File: config.mk
export PLATFORM = sky130hd
export DESIGN_NAME = opaddr_unit
export DESIGN_NICKNAME = d
export VERILOG_FILES = /design/src/rtl/opaddr_pkg.sv /design/src/rtl/opaddr_index_step.sv /design/src/rtl/opaddr_base.sv /design/src/rtl/opaddr_ptr_fetch.sv /design/src/rtl/opaddr_unit.sv
export SDC_FILE = /design/constraint.sdc
export NUM_CORES = 1
export LEC_CHECK = 0
export CORE_ASPECT_RATIO = 0.8
export CORE_MARGIN = 1.5
export CORE_UTILIZATION = 25
export CTS_CLUSTER_SIZE = 24
export DETAILED_ROUTE_END_ITERATION = 16
export SKIP_LAST_GASP = 1
export SLEW_MARGIN = 0
export SYNTH_ARGS = -nofsm -noshare
export SYNTH_HDL_FRONTEND = slang
export SYNTH_SLANG_ARGS = --single-unit
File: constraint.sdc
create_clock -name clk -period 4.6 [get_ports clk]
set_clock_uncertainty 0.15 [all_clocks]
set_input_delay 0.92 -clock clk [delete_from_list [all_inputs] [get_ports clk]]
set_output_delay 0.92 -clock clk [all_outputs]
set_load 0.03 [all_outputs]
File: src/rtl/opaddr_pkg.sv
package opaddr_pkg;
  localparam int PAGE_W = 2;
  localparam int OFS_W  = 13;
  localparam int BYTE_W = 8;
  localparam int DISP_W = 7;

  typedef enum logic [1:0] {
    IX_NONE  = 2'b00,
    IX_PLAIN = 2'b01,
    IX_INC   = 2'b10,
    IX_DEC   = 2'b11
  } ix_op_e;

  typedef enum logic [2:0] {
    F_IDLE   = 3'd0,
    F_HI_REQ = 3'd1,
    F_HI_RSP = 3'd2,
    F_LO_REQ = 3'd3,
    F_LO_RSP = 3'd4
  } fetch_st_e;
endpackage

File: src/rtl/opaddr_index_step.sv
module opaddr_index_step
  import opaddr_pkg::*;
#(
  parameter int BYTE_W = opaddr_pkg::BYTE_W
) (
  input  logic              is_abs,
  input  logic [1:0]        op,
  input  logic [BYTE_W-1:0] idx_in,
  output logic              use_ix,
  output logic [BYTE_W-1:0] idx_out
);
  // Index only participates in absolute forms; relative leaves it untouched.
  always_comb begin
    use_ix  = is_abs && (op != IX_NONE);
    idx_out = idx_in;
    if (is_abs) begin
      unique case (op)
        IX_INC:  idx_out = idx_in + BYTE_W'(1);
        IX_DEC:  idx_out = idx_in - BYTE_W'(1);
        default: idx_out = idx_in;
      endcase
    end
  end
endmodule

File: src/rtl/opaddr_base.sv
module opaddr_base #(
  parameter int PAGE_W = opaddr_pkg::PAGE_W,
  parameter int OFS_W  = opaddr_pkg::OFS_W,
  parameter int DISP_W = opaddr_pkg::DISP_W
) (
  input  logic                    rel,
  input  logic [PAGE_W+OFS_W-1:0] field,
  input  logic [PAGE_W+OFS_W-1:0] pc,
  output logic [PAGE_W+OFS_W-1:0] base
);
  localparam int ADDR_W = PAGE_W + OFS_W;

  logic [OFS_W-1:0] disp_x;
  logic [OFS_W-1:0] ofs_sum;

  assign disp_x  = {{(OFS_W-DISP_W){field[DISP_W-1]}}, field[DISP_W-1:0]};
  assign ofs_sum = pc[OFS_W-1:0] + disp_x;
  assign base    = rel ? {pc[ADDR_W-1:OFS_W], ofs_sum} : field;
endmodule

File: src/rtl/opaddr_ptr_fetch.sv
module opaddr_ptr_fetch
  import opaddr_pkg::*;
#(
  parameter int ADDR_W = opaddr_pkg::PAGE_W + opaddr_pkg::OFS_W,
  parameter int BYTE_W = opaddr_pkg::BYTE_W
) (
  input  logic              clk,
  input  logic              rst_n,
  input  logic              start,
  input  logic [ADDR_W-1:0] start_addr,
  output logic              mem_req_valid,
  input  logic              mem_req_ready,
  output logic [ADDR_W-1:0] mem_req_addr,
  input  logic              mem_rsp_valid,
  input  logic [BYTE_W-1:0] mem_rsp_data,
  output logic              busy,
  output logic              ptr_done,
  output logic [ADDR_W-1:0] ptr
);
  localparam int HI_W = ADDR_W - BYTE_W;

  fetch_st_e         st;
  logic [ADDR_W-1:0] addr_q;
  logic [BYTE_W-1:0] hi_q;

  always_ff @(posedge clk) begin
    if (!rst_n) begin
      st     <= F_IDLE;
      addr_q <= '0;
      hi_q   <= '0;
    end else begin
      unique case (st)
        F_IDLE: if (start) begin
          st     <= F_HI_REQ;
          addr_q <= start_addr;
        end
        F_HI_REQ: if (mem_req_ready) st <= F_HI_RSP;
        F_HI_RSP: if (mem_rsp_valid) begin
          hi_q   <= mem_rsp_data;
          addr_q <= addr_q + ADDR_W'(1);
          st     <= F_LO_REQ;
        end
        F_LO_REQ: if (mem_req_ready) st <= F_LO_RSP;
        F_LO_RSP: if (mem_rsp_valid) st <= F_IDLE;
        default:  st <= F_IDLE;
      endcase
    end
  end

  assign mem_req_valid = (st == F_HI_REQ) || (st == F_LO_REQ);
  assign mem_req_addr  = addr_q;
  assign busy          = (st != F_IDLE);
  assign ptr_done      = (st == F_LO_RSP) && mem_rsp_valid;
  assign ptr           = {hi_q[HI_W-1:0], mem_rsp_data};


  stall_hold_chk: assert property (@(posedge clk) disable iff (!rst_n)
    (mem_req_valid && !mem_req_ready) |=> (mem_req_valid && $stable(mem_req_addr)));


  lo_follows_hi_chk: assert property (@(posedge clk) disable iff (!rst_n)
    (mem_req_valid && $past(busy) && $past(mem_rsp_valid) && !$past(mem_req_valid))
      |-> (mem_req_addr == $past(mem_req_addr) + ADDR_W'(1)));
endmodule

File: src/rtl/opaddr_unit.sv
module opaddr_unit
  import opaddr_pkg::*;
#(
  parameter int PAGE_W = opaddr_pkg::PAGE_W,
  parameter int OFS_W  = opaddr_pkg::OFS_W,
  parameter int BYTE_W = opaddr_pkg::BYTE_W,
  parameter int DISP_W = opaddr_pkg::DISP_W
) (
  input  logic                    clk,
  input  logic                    rst_n,
  input  logic                    req_valid,
  output logic                    req_ready,
  input  logic                    req_rel,
  input  logic                    req_ind,
  input  logic [1:0]              req_ix,
  input  logic [PAGE_W+OFS_W-1:0] req_field,
  input  logic [PAGE_W+OFS_W-1:0] req_pc,
  input  logic [BYTE_W-1:0]       req_index,
  output logic                    mem_req_valid,
  input  logic                    mem_req_ready,
  output logic [PAGE_W+OFS_W-1:0] mem_req_addr,
  input  logic                    mem_rsp_valid,
  input  logic [BYTE_W-1:0]       mem_rsp_data,
  output logic                    res_valid,
  output logic [PAGE_W+OFS_W-1:0] res_addr,
  output logic [BYTE_W-1:0]       res_index
);
  localparam int ADDR_W = PAGE_W + OFS_W;

  logic              acc;
  logic              use_ix;
  logic [BYTE_W-1:0] idx_new;
  logic [ADDR_W-1:0] base;
  logic [ADDR_W-1:0] ix_add;
  logic [ADDR_W-1:0] pend_add;
  logic              busy;
  logic              ptr_done;
  logic [ADDR_W-1:0] ptr;

  assign req_ready = !busy;
  assign acc       = req_valid && req_ready;

  opaddr_index_step #(.BYTE_W(BYTE_W)) u_ix (
    .is_abs (!req_rel),
    .op     (req_ix),
    .idx_in (req_index),
    .use_ix (use_ix),
    .idx_out(idx_new)
  );

  opaddr_base #(.PAGE_W(PAGE_W), .OFS_W(OFS_W), .DISP_W(DISP_W)) u_base (
    .rel  (req_rel),
    .field(req_field),
    .pc   (req_pc),
    .base (base)
  );

  opaddr_ptr_fetch #(.ADDR_W(ADDR_W), .BYTE_W(BYTE_W)) u_fetch (
    .clk          (clk),
    .rst_n        (rst_n),
    .start        (acc && req_ind),
    .start_addr   (base),
    .mem_req_valid(mem_req_valid),
    .mem_req_ready(mem_req_ready),
    .mem_req_addr (mem_req_addr),
    .mem_rsp_valid(mem_rsp_valid),
    .mem_rsp_data (mem_rsp_data),
    .busy         (busy),
    .ptr_done     (ptr_done),
    .ptr          (ptr)
  );

  assign ix_add = use_ix ? ADDR_W'(idx_new) : '0;

  always_ff @(posedge clk) begin
    if (!rst_n) begin
      res_valid <= 1'b0;
      res_addr  <= '0;
      res_index <= '0;
      pend_add  <= '0;
    end else begin
      res_valid <= 1'b0;
      if (acc) begin
        res_index <= idx_new;
        if (req_ind) begin
          pend_add <= ix_add;
        end else begin
          res_valid <= 1'b1;
          res_addr  <= base + ix_add;
        end
      end
      if (ptr_done) begin
        res_valid <= 1'b1;
        res_addr  <= ptr + pend_add;
      end
    end
  end


  direct_lat_chk: assert property (@(posedge clk) disable iff (!rst_n)
    (acc && !req_ind) |=> res_valid);


  rel_index_keep_chk: assert property (@(posedge clk) disable iff (!rst_n)
    (acc && req_rel) |=> (res_index == $past(req_index)));


  rel_page_keep_chk: assert property (@(posedge clk) disable iff (!rst_n)
    (acc && req_rel && !req_ind) |=> (res_addr[ADDR_W-1:OFS_W] == $past(req_pc[ADDR_W-1:OFS_W])));


  fetch_blocks_req_chk: assert property (@(posedge clk) disable iff (!rst_n)
    mem_req_valid |-> !req_ready);


  strobe_ready_chk: assert property (@(posedge clk) disable iff (!rst_n)
    res_valid |-> req_ready);
endmodule

==> PnR_summary.wiki <==
{| class="wikitable"
! Metric !! Value
|-
| Status || completed
|-
| Netlist cell types || 65
|-
| Detailed-placement wirelength estimate || 10790 um
|-
| Top FF cell, synth || dfxtp_1
|-
| Area grow syn2layout || 35.75%
|-
| Total Negative Setup Slacks || 0 ns
|-
| Transition time at the pin with the least slew margin || 0.8727 ns
|-
| Post-synthesis sequential area ratio || 0.2573
|-
| Sum of buffers and inverters on the critical path || 2
|-
| Global-route wire length before repair || 22470 um
|-
| Number of search-and-repair iterations in the first detailed-routing pass || 5
|-
| Number of clock sinks || 57
|-
| Required @ worst endpoint || 4.72 ns
|-
| Count of state elements after synthesis || 57
|-
| Crit end category || flip-flop
|-
| Sequence of cells on the critical path || clkdlybuf4s50_1, ha_1, inv_1, fa_1, nand2b_1, a21oi_1, nor2_1, xnor2_1, mux2_2, ha_1, nor4_1, o211ai_1, nand2b_1, nor2_1, xnor2_1, nand2_1, a31oi_1
|-
| Start of the worst register-to-register path || pend_add[0]$_SDFFE_PN0P_
|-
| Portion of the clock cycle consumed by the worst path in the final layout || 0.9284
|-
| Critical Path Source Type || input port
|-
| Inserted Diodes || 0
|-
| Post-CTS clock slew at the launch and capture registers of the worst setup and hold paths || 0.05 ns
|-
| Post-synthesis average cell area || 7.645 um^2
|-
| Die boundary height || 122.1 um
|-
| Final hold vios || 0
|-
| Final WS setup || 0.3292 ns
|-
| Fraction of registers with async set or reset after synthesis || 0
|-
| Minimum setup slack after placement || -0.005470 ns
|-
| Routed via count || 4531
|-
| Total standard cell area after synthesis || 4434 um^2
|-
| Final global-route overflow total || 0
|-
| Final core utilization || 0.3475
|-
| Static leakage power || 2.268 nW
|-
| Final hold slack || 0.3170 ns
|-
| Unrepaired setup endpoints after global routing || false
|-
| Final weighted congestion of routability-driven global placement || 0.8468
|-
| Clock insertion delay at the later pin of the skew report || 0.34 ns
|-
| CTS H-tree lvls || 3
|-
| Worst path top cell family by delay || simple AND/OR/NAND/NOR gates
|-
| Max cap viols || 0
|-
| Arrival time at the worst endpoint || 4.39 ns
|-
| Antenna viol nets, final || 0
|-
| Routed Wire Length || 14000 um
|-
| CP max-delay cell || clkdlybuf4s50_1
|-
| Width of the die || 151.9 um
|-
| Number of flops mapped to enable cells by yosys || 0
|-
| Class of the tightest hold or removal check || reg2reg
|-
| Die footprint || 18550 um^2
|-
| Biggest cell delay along the critical path || 0.48 ns
|-
| Final setup fails || 0
|-
| Routed wirelength normalized by instance count || 15.37 um
|-
| Final Slew Violations || 0
|-
| Number of antenna violations at the first check in global routing || 0
|-
| Final routed DRC violation total || 0
|-
| Initial Utilization || 0.2560
|-
| Detail-routed via count per cell || 4.974
|-
| Nets in the synthesized netlist || 668
|-
| Post-layout total power || 1.865 mW
|-
| Port Buf Inserts || 95
|-
| Max VDD drop || 0.1610 mV
|-
| FP Rows || 43
|-
| Max Clock Freq || 234.1 MHz
|-
| Vias in the first global route || 4241
|-
| Root buf cell || clkbuf_16
|-
| Number of top-level pins || 96
|-
| P per Cell Area || 309.9 nW/um^2
|-
| Share of cells above drive strength 1 || 0.08455
|-
| Worst Hold Launch || u_fetch.hi_q[6]$_SDFFE_PN0P_
|-
| Beginning of the critical path || req_field[0]
|-
| Worst max-slew margin expressed relative to the limit || 0.4174
|-
| Aggregate global-route resource usage || 0.1532
|-
| Cells after synthesis || 580
|-
| Post-CTS setup buffer count || 0
|-
| Nets || 769
|-
| CTS tree || yes
|-
| Period minus WS final || 4.271 ns
|-
| Area inside the core boundary || 17320 um^2
|-
| Number of buffers between clock root and the deepest sink || 2
|-
| Detailed Route Iter0 Violations || 302
|-
| Start-to-end type of the worst setup path || in2reg
|-
| Number of CTS-inserted buffers || 9
|-
| Most common library cell in the layout ignoring fill and taps || clkdlybuf4s50_1
|-
| Commonest non-fill, non-tap cells in the layout || 95 x clkdlybuf4s50_1, 76 x nand2_1, 57 x dfxtp_1
|-
| Worst-path fanout max || 3
|-
| Synthesis Warnings || 0
|-
| Maximum number of pins on one net before global-route repair || 47
|}
==> state kept, by name (all words and copies together), names as in the netlist <==
register / cells
u_fetch.mem_req_addr: 15
pend_add: 8
res_addr: 15
u_fetch.st: 3
res_valid: 1
res_index: 8
u_fetch.hi_q: 7
==> metrics by stage <==
stage               cells  area, um^2
finish                911        6020
global placement      895        5698
floorplan             580        4434
detailed placement    895        5698
CTS                   911        6011
global route          911        6020
==> cell usage after synthesis (5+ instances only) <==
cell type | n | share of area
nand2_1 | 76 | 0.064
dfxtp_1 | 57 | 0.26
a21oi_1 | 55 | 0.062
nor2_1 | 52 | 0.044
ha_1 | 30 | 0.085
xnor2_1 | 26 | 0.051
o21ai_0 | 24 | 0.027
nand3_1 | 20 | 0.023
clkbuf_1 | 19 | 0.016
a211oi_1 | 18 | 0.030
xor2_1 | 17 | 0.034
nor3_1 | 14 | 0.016
and3_1 | 13 | 0.018
o21ai_1 | 13 | 0.015
inv_1 | 12 | 0.010
nand2b_1 | 11 | 0.016
o211ai_1 | 10 | 0.017
mux2_2 | 9 | 0.023
or3_1 | 9 | 0.013
a21o_1 | 8 | 0.014
a311oi_1 | 6 | 0.012
nor2b_1 | 6 | 0.0085
and2_1 | 5 | 0.0071
==> per-layer routing <==
metal  share of wire  vias up  GRT usage
li1                -     2316          -
met1            0.50     2068     0.2135
met2            0.43      132     0.2378
met3           0.058       15    0.03557
met4           0.011        0    0.03823
met5               0        -          0
==> worst min-delay path: stages (launching register included) <==
cell	delay (ns)
dfxtp_1	0.31
nand2_1	0.05
a21oi_1	0.05
==> power breakdown <==
part | switching (mW) | internal [mW] | total, mW | leakage, nW
logic | 0.333 | 0.270 | 0.603 | 1.64
clock network | 0.241 | 0.452 | 0.693 | 0.158
registers | 0.0371 | 0.533 | 0.570 | 0.466
total | 0.611 | 1.25 | 1.87 | 2.27
==> what timing repair did <==
item	in CTS	in global routing
hold buffers	0	0
setup endpoints to repair	0	2
gates resized for setup	0	2
==> cell families after synthesis <==
logic type / after synthesis / synth area share
and+or+nand+nor: 231 / 0.2540
xor gates and xnor gates: 43 / 0.08493
muxes: 12 / 0.02963
AOI/OAI and AO/OA: 165 / 0.2365
DFF: 57 / 0.2573
buffers and inverters: 39 / 0.03950
adders and majority gates: 33 / 0.09819
==> path summary, 6_finish.rpt <==
kind	cells after the start	to	slack, ns
worst min register to register	2	u_fetch.hi_q[6]$_SDFFE_PN0P_	0.32
worst min-delay path	2	u_fetch.hi_q[6]$_SDFFE_PN0P_	0.32
worst max register to register	11	res_addr[14]$_SDFFE_PN0P_	2.00
worst max-delay path	17	res_addr[9]$_SDFFE_PN0P_	0.33
==> layout make-up <==
class | instances | area (um^2)
timing repair buffer | 116 | 1109
sequential | 57 | 1141
clock buffer | 15 | 307.8
inverter | 13 | 48.80
fill | 1881 | 11300
tap | 225 | 281.5
clock inverter | 1 | 5.005
multi-input combinational | 484 | 3127
No activity file was read; power rests on OpenSTA's default activity.
